<file path="config.mk">
export PLATFORM = sky130hd
export DESIGN_NAME = irq_aggregator
export DESIGN_NICKNAME = d
export VERILOG_FILES = /design/src/rtl/irq_agg_pkg.sv /design/src/rtl/irq_glb_status.sv /design/src/rtl/irq_domain_route.sv /design/src/rtl/irq_reg_port.sv /design/src/rtl/irq_aggregator.sv
export SDC_FILE = /design/constraint.sdc
export NUM_CORES = 1
export LEC_CHECK = 0
export BUFFER_PORTS_ARGS = -buffer_cell sky130_fd_sc_hd__buf_2
export CORE_MARGIN = 5
export CORE_UTILIZATION = 50
export CTS_BUF_LIST = sky130_fd_sc_hd__clkbuf_4
export DETAILED_ROUTE_END_ITERATION = 10
export PLACE_DENSITY = 0.78
export SYNTH_ARGS = -nofsm -noshare
export SYNTH_HDL_FRONTEND = slang
export SYNTH_SLANG_ARGS = --single-unit
</file>
<file path="constraint.sdc">
create_clock -name clk -period 2 [get_ports clk]
set_input_delay 0.3 -clock clk [delete_from_list [all_inputs] [get_ports clk]]
set_output_delay 0.3 -clock clk [all_outputs]
set_load 0.02 [all_outputs]
</file>
<file path="src/rtl/irq_agg_pkg.sv">
package irq_agg_pkg;
  localparam int GLB_W = 5;
  localparam logic [GLB_W-1:0] GLB_EN_KEEP = 5'b11110;
  localparam logic [7:0] A_REV    = 8'h00;
  localparam logic [7:0] A_NPIPE  = 8'h04;
  localparam logic [7:0] A_GSTAT  = 8'h08;
  localparam logic [7:0] A_GCLR   = 8'h0C;
  localparam logic [7:0] A_GEN    = 8'h10;
  localparam logic [7:0] A_DOM    = 8'h40;
  localparam int         DOM_STEP = 8;

  // next global status: clear first, then new enabled events win
  function automatic logic [GLB_W-1:0] glb_next(input logic [GLB_W-1:0] cur,
                                                input logic [GLB_W-1:0] set,
                                                input logic [GLB_W-1:0] clr);
    return (cur & ~clr) | set;
  endfunction

  // bits a domain may keep in its mask word
  function automatic logic [31:0] mask_keep(input int npipes);
    return 32'h8000_0000 | ((32'h1 << npipes) - 32'h1);
  endfunction

  // byte address of a domain's source word (mask sits 4 above)
  function automatic logic [7:0] dom_addr(input int d);
    return 8'(int'(A_DOM) + DOM_STEP * d);
  endfunction
endpackage

</file>
<file path="src/rtl/irq_glb_status.sv">
module irq_glb_status
  import irq_agg_pkg::*;
(
  input  logic             clk,
  input  logic             rst_n,
  input  logic [3:0]       evt,
  input  logic             en_wr,
  input  logic             clr_wr,
  input  logic [GLB_W-1:0] wdata,
  output logic [GLB_W-1:0] status,
  output logic [GLB_W-1:0] enable,
  output logic             glb_any
);
  logic [GLB_W-1:0] evt_set;
  logic [GLB_W-1:0] clr_mask;

  assign evt_set  = {evt, 1'b0} & enable;
  assign clr_mask = clr_wr ? wdata : '0;

  always_ff @(posedge clk or negedge rst_n) begin
    if (!rst_n) begin
      status <= '0;
      enable <= '0;
    end else begin
      status <= glb_next(status, evt_set, clr_mask);
      if (en_wr) enable <= wdata & GLB_EN_KEEP;
    end
  end

  assign glb_any = |(status & enable);


  st_rise_needs_evt_chk: assert property (@(posedge clk) disable iff (!rst_n)
    ((status & ~$past(status)) & ~$past(evt_set)) == '0);

  st_fall_needs_clr_chk: assert property (@(posedge clk) disable iff (!rst_n)
    ((~status & $past(status)) & ~$past(clr_mask)) == '0);

  evt_beats_clr_chk: assert property (@(posedge clk) disable iff (!rst_n)
    (evt_set != '0) |=> ((status & $past(evt_set)) == $past(evt_set)));
endmodule

</file>
<file path="src/rtl/irq_domain_route.sv">
module irq_domain_route
  import irq_agg_pkg::*;
#(
  parameter int NUM_PIPES = 6
) (
  input  logic                 clk,
  input  logic                 rst_n,
  input  logic [NUM_PIPES-1:0] pipe_pend,
  input  logic                 glb_any,
  input  logic                 mask_wr,
  input  logic [31:0]          wdata,
  output logic [31:0]          source,
  output logic [31:0]          mask,
  output logic                 irq
);
  localparam logic [31:0] KEEP = mask_keep(NUM_PIPES);

  logic hit;

  always_comb begin
    source = '0;
    source[NUM_PIPES-1:0] = pipe_pend;
    source[31] = glb_any;
  end

  assign hit = |(source & mask);

  always_ff @(posedge clk or negedge rst_n) begin
    if (!rst_n) begin
      mask <= '0;
      irq  <= 1'b0;
    end else begin
      if (mask_wr) mask <= wdata & KEEP;
      irq <= hit;
    end
  end


  mask_reserved_zero_chk: assert property (@(posedge clk) disable iff (!rst_n)
    (mask & ~KEEP) == '0);
endmodule

</file>
<file path="src/rtl/irq_reg_port.sv">
module irq_reg_port
  import irq_agg_pkg::*;
#(
  parameter int NUM_PIPES   = 6,
  parameter int NUM_DOMAINS = 3
) (
  input  logic                        clk,
  input  logic                        rst_n,
  input  logic [7:0]                  addr,
  input  logic                        wr,
  input  logic [GLB_W-1:0]            status,
  input  logic [GLB_W-1:0]            enable,
  input  logic [NUM_DOMAINS-1:0][31:0] dom_src,
  input  logic [NUM_DOMAINS-1:0][31:0] dom_mask,
  output logic                        en_wr,
  output logic                        clr_wr,
  output logic [NUM_DOMAINS-1:0]      mask_wr,
  output logic [31:0]                 rdata
);
  localparam logic [31:0] SRC_KEEP = mask_keep(NUM_PIPES);

  assign en_wr  = wr && (addr == A_GEN);
  assign clr_wr = wr && (addr == A_GCLR);

  for (genvar d = 0; d < NUM_DOMAINS; d++) begin : g_dec
    assign mask_wr[d] = wr && (addr == dom_addr(d) + 8'd4);

    src_reserved_zero_chk: assert property (@(posedge clk) disable iff (!rst_n)
      (dom_src[d] & ~SRC_KEEP) == '0);
  end

  always_comb begin
    rdata = '0;
    case (addr)
      A_REV:   rdata[11:8] = 4'(NUM_DOMAINS);
      A_NPIPE: rdata[7:0]  = 8'(NUM_PIPES);
      A_GSTAT: rdata[GLB_W-1:0] = status;
      A_GEN:   rdata[GLB_W-1:0] = enable;
      default: rdata = '0;
    endcase
    for (int d = 0; d < NUM_DOMAINS; d++) begin
      if (addr == dom_addr(d))         rdata = dom_src[d];
      if (addr == dom_addr(d) + 8'd4)  rdata = dom_mask[d];
    end
  end
endmodule

</file>
<file path="src/rtl/irq_aggregator.sv">
module irq_aggregator
  import irq_agg_pkg::*;
#(
  parameter int NUM_PIPES   = 6,
  parameter int NUM_DOMAINS = 3
) (
  input  logic                   clk,
  input  logic                   rst_n,
  input  logic [NUM_PIPES-1:0]   pipe_pend,
  input  logic [3:0]             glb_evt,
  input  logic [7:0]             reg_addr,
  input  logic                   reg_wr,
  input  logic [31:0]            reg_wdata,
  output logic [31:0]            reg_rdata,
  output logic [NUM_DOMAINS-1:0] irq_out
);
  logic [GLB_W-1:0]             g_status;
  logic [GLB_W-1:0]             g_enable;
  logic                         g_any;
  logic                         en_wr;
  logic                         clr_wr;
  logic [NUM_DOMAINS-1:0]       mask_wr;
  logic [NUM_DOMAINS-1:0][31:0] dom_src;
  logic [NUM_DOMAINS-1:0][31:0] dom_mask;

  irq_glb_status u_glb (
    .clk     (clk),
    .rst_n   (rst_n),
    .evt     (glb_evt),
    .en_wr   (en_wr),
    .clr_wr  (clr_wr),
    .wdata   (reg_wdata[GLB_W-1:0]),
    .status  (g_status),
    .enable  (g_enable),
    .glb_any (g_any)
  );

  for (genvar d = 0; d < NUM_DOMAINS; d++) begin : g_dom
    irq_domain_route #(.NUM_PIPES(NUM_PIPES)) u_dom (
      .clk       (clk),
      .rst_n     (rst_n),
      .pipe_pend (pipe_pend),
      .glb_any   (g_any),
      .mask_wr   (mask_wr[d]),
      .wdata     (reg_wdata),
      .source    (dom_src[d]),
      .mask      (dom_mask[d]),
      .irq       (irq_out[d])
    );


    src_glb_bit_chk: assert property (@(posedge clk) disable iff (!rst_n)
      dom_src[d][31] == (|(g_status & g_enable)));

    irq_needs_hit_chk: assert property (@(posedge clk) disable iff (!rst_n)
      irq_out[d] |-> $past(|(dom_src[d] & dom_mask[d])));
  end

  irq_reg_port #(.NUM_PIPES(NUM_PIPES), .NUM_DOMAINS(NUM_DOMAINS)) u_regs (
    .clk      (clk),
    .rst_n    (rst_n),
    .addr     (reg_addr),
    .wr       (reg_wr),
    .status   (g_status),
    .enable   (g_enable),
    .dom_src  (dom_src),
    .dom_mask (dom_mask),
    .en_wr    (en_wr),
    .clr_wr   (clr_wr),
    .mask_wr  (mask_wr),
    .rdata    (reg_rdata)
  );
endmodule

</file>
; Yosys cells after proc, flatten, opt, wreduce, memory -nomap -nowiden
; Index checks and enable logic that the tools add are counted.
[totals]
word_cells = 45
ff_bits = 33
[op_classes]
bitwise = 8
reduce_logical = 10
eq_ne = 10
muxes = 9
[ops]
columns = op, count
row1 = $mux 32, 6
row2 = $and 32x32->32, 3
row3 = $reduce_or 32->1, 3
row4 = $eq 8x7->1 const B, 6
row5 = $eq 8x4->1 const B, 2
row6 = $and 5x5->5, 3
row7 = $pmux 5 s3, 1
row8 = $eq 8x3->1 const B, 1
row9 = $eq 8x5->1 const B, 1
row10 = $logic_not 8->1, 1
row11 = $logic_and 1x1->1, 5
row12 = $mux 5, 1
row13 = $not 5->5, 1
row14 = $or 5x5->5, 1
row15 = $reduce_or 5->1, 1
row16 = $mux 2, 1

; Longest topological paths before layout
[logic_depth]
depth_word = 8
ltp_mapped = 6
ltp_nobuf = 4

; Cells and area by module
; A second synthesis with hierarchy kept.
[hier_totals]
cells_unflattened = 552
area_unflattened_um2 = 4817.1
[modules_own_cells]
columns = mod, seq_area_each_um2, n_inst, cells_each, area_each_um2
row1 = irq_domain_route, 200.2, 3, 78, 778.2
row2 = irq_reg_port, 0.0, 1, 291, 2124.5
row3 = irq_glb_status, 225.2, 1, 27, 357.8

; Worst setup path after synthesis
; OpenSTA, ideal clock, no wires.
[synth_timing]
path_kind = input port to output port
startpoint = in reg_addr[1]
endpoint = out reg_rdata[3]
arrival_ns = 1.838
setup_slack_ns = -0.138
stages = 5
path_buffers = 1
required_ns = 1.700
path_cell_list = or2_2 -> buf_2 -> nor4_1 -> a2bb2oi_1 -> a211oi_1
[synth_via]
elab_chain_cells = 8
[synth_lines]
columns = element, line
row1 = "start, declared", irq_aggregator.sv:11  ; input logic [7:0] reg_addr,
row2 = "$eq 8x5->1, or another cell as far along", irq_reg_port.sv:34  ; case (addr)
row3 = $pmux 5 s3, irq_reg_port.sv:34
row4 = $mux 32, irq_reg_port.sv:42  ; if (addr == dom_addr(d)) rdata = dom_src[d];
row5 = $mux 32, irq_reg_port.sv:43  ; if (addr == dom_addr(d) + 8'd4) rdata = dom_mask[d];
row6 = $mux 32, irq_reg_port.sv:42
row7 = $mux 32, irq_reg_port.sv:43
row8 = $mux 32, irq_reg_port.sv:42
row9 = $mux 32 (*), irq_reg_port.sv:43
row10 = "end, declared", irq_aggregator.sv:14  ; output logic [31:0] reg_rdata,
; Every way passes the cells marked *; elsewhere a longest branch is shown, timed or not.

; Worst setup path after layout
; Ends and elaborated chain as after synthesis.

==> results.ini <==
[status]
status=complete, but fails checks
violations=hold timing

[pwr]
p_per_area_nw_per_um2=605
peakVddDrop_mv=0.491
p_leak_nw=1.30
total_power_mw=1.64

[setup_path]
critPathKind=in -> out
r2r_setup_slack_ns=0.88
critPathMaxStageDelay_ns=0.42
worst-path-stages=7
path_max_fanout=3
regToRegEndpoint=g_dom[1].u_dom.irq
crit_required_ns=1.70
critPathSlowestCell=a2111o_1
worstRegToRegCells=4
cp.arrival_ns=1.68
start_kind=input pin
worstReg2RegStart=u_glb.status[4]
cp_common_cell=buf_4
path_cells=buf_2 -> buf_4 -> a2111o_1 -> or3_1 -> o31ai_2 -> a211oi_2 -> buf_4
crit_family=compound AO/OA/AOI/OAI gates
crit_end=reg_rdata[3]
critPathBufInv=3
crit_path_start=reg_addr[1]
end_kind=primary output

[detailed_routing]
via_count=1992
vias_per_cell=6.02
dr.pass1.iters=4
first_iter_violations=140
wire_per_inst_um=18.7
drc_errors=0
postRouteAntennaNets=0
routed_wl_um=6190

[sta]
skew_ns=0.0173
hold_violations=16
slew_headroom_pct=50.2
fin_ws_ns=0.0155
period_minus_slack_ns=1.98
max_freq_mhz=504
max_slew.worst_pin.slew_ns=0.747
period_share_pct=99.2
setup_viol_count_final=0
drv_slew=0
whs_ns=-0.0373
rsz0062_at_grt=true

[placement]
pre_cts_slack_ns=-0.0999
place_hpwl_um=4630
port_buffers=39
dp.cells=323
routabilityCongestion=0.955

[clock_tree]
htree_levels=2
cts_buffers=5
root_buffer=clkbuf_4
insertion_delay_ns=0.37
clk_path_buf_depth=2
clk_pin_slew_ns=0.12
tritoncts=yes
numClockSinks=33
cts_setup_buffers=0

[synthesis]
synth-seq-cells=33
avgSynthCellArea_um2=10.2
synth_cell_types=42
yosys.area.top_type=dfrtp_1
synthCells=212
ys_warn_count=0
yosysSeqAreaShare_pct=38.3
synth.top_cell.area_share_pct=38.3
netlist_top_cells_area=dfrtp_1 38%, mux2_2 10%, buf_4 9.4%
synth_area_um2=2160

[finish]
areaGrowthSynthToFinish_pct=26.0
fin_util_pct=66.5
fin_nets=333
n_antenna_cell=0
drive_gt1_share_pct=45.6
stdcell_count=331

[global_route]
gr-total-overflow=0
grt_max_degree=34
grt_pass1_vias=1853
grt_antenna_before_repair=0
grt_usage_pct=22.1
grt_pass1_wl_um=9270

[floorplan]
row_count=23
dieArea_um2=5730
io_pins=88
start_util_pct=52.8
core_area_um2=4090
die_h_um=75.7
die_x_um=75.7

[worst_hold_path]
worst_hold_path_type=in -> async

[run]
max-cap-violations=0

## where the power goes
| group | leakage [nW] | switching (mW) | internal, mW |
|---|---|---|---|
| clock network | 0.0389 | 0.260 | 0.258 |
| logic | 0.822 | 0.194 | 0.148 |
| registers | 0.442 | 0.0540 | 0.730 |
| total | 1.30 | 0.508 | 1.14 |
## synth_stat cells, drive strengths merged
cell type   n
buf        33
dfrtp      33
mux2       27
nand2      14
a22oi      11
a21oi       7
nor2        7
nand3       6
nand4       6
nor2b       6
o21ai       6
a22o        4
a2bb2oi     4
a31oi       4
inv         4
nor4        4
a2111oi     3
a32oi       3
nor3        3
or2         3
or3         3
a2111o      2
a211oi      2
a221o       2
clkbuf      2
nand2b      2
o31ai       2
and2b       1
and3        1
conb        1
nand4b      1
nor3b       1
nor4b       1
o22ai       1
o32a        1
or3b        1
## metrics by stage
step	hold slack, ns	cell area, µm²	TNS (ns)
6_report	-0.0373	2720	0
5_1_grt	0.0313	2720	-0.0333
4_1_cts	0.00539	2630	0
3_5_place_dp	0.407	2520	-0.483
3_3_place_gp	0.404	2520	-0.321
2_1_floorplan	0.00441	2250	0
## layer usage
| metal | share of wire [%] | GRT usage (%) | routed length, µm | vias to the layer above |
|---|---|---|---|---|
| met5 | 0 | 0 | 0 | - |
| met4 | 1.9 | 8.35 | 119 | 0 |
| met3 | 9.4 | 7.12 | 579 | 12 |
| met2 | 49 | 34.2 | 3010 | 102 |
| met1 | 40 | 29.0 | 2480 | 987 |
| li1 | - | - | - | 891 |
## flip-flops by register name (all words and copies together), names as in the netlist
name              flops
g_dom.u_dom.irq       3
u_glb.enable          4
u_glb.status          5
g_dom.u_dom.mask     21
## what timing repair did
item	CTS	global route
pin swaps	0	7
gates resized for setup	6	29
setup endpoints to repair	6	7
hold buffers	0	0
hold endpoints to repair	0	0
## placed cells by master (no fill, tap or decap), types with 3 or more instances in the layout
cell type,count
nand2_1,12
a21oi_1,7
a22oi_1,11
nand4_1,5
buf_4,35
a31oi_1,4
nor2_1,5
a22o_1,4
o21ai_0,3
conb_1,23
or3_1,3
mux2_4,7
nor2b_1,6
mux2_2,20
nand3_1,6
a2bb2oi_1,4
buf_2,31
inv_1,4
clkbuf_4,5
a32oi_1,3
o21ai_1,3
buf_6,8
dfrtp_1,33
## layout make-up
cell class | count | area [µm²]
fill | 320 | 1370
multi-input combinational | 162 | 1230
sequential | 33 | 826
timing repair buffer | 74 | 508
tap | 50 | 62.6
clock inverter | 3 | 41.3
clock buffer | 5 | 37.5
inverter | 4 | 15.0
## cells by family (layout without fill, tap and decap cells)
kind of cell,Yosys count,count (layout),synth area share (%)
AO/OA/AOI/OAI,52,52,17.8
other,1,23,0.174
flip-flops,33,33,38.3
buffers and inverters,39,86,12.3
multiplexers,27,27,15.3
AND/OR/NAND/NOR,60,60,16.1
## how the worst min path moves through the flow
| stage | from | endpoint | cells past startpoint |
|---|---|---|---|
| final | rst_n | u_glb.status[0] | 1 |
| after global routing | rst_n | g_dom[0].u_dom.mask[0] | 1 |
| after CTS | rst_n | u_glb.status[0] | 1 |
| after detailed placement | rst_n | u_glb.status[0] | 1 |
| after global placement | rst_n | u_glb.status[0] | 1 |
| after floorplan | rst_n | g_dom[0].u_dom.irq | 0 |
Note: power is estimated with default switching activity, not from simulation.
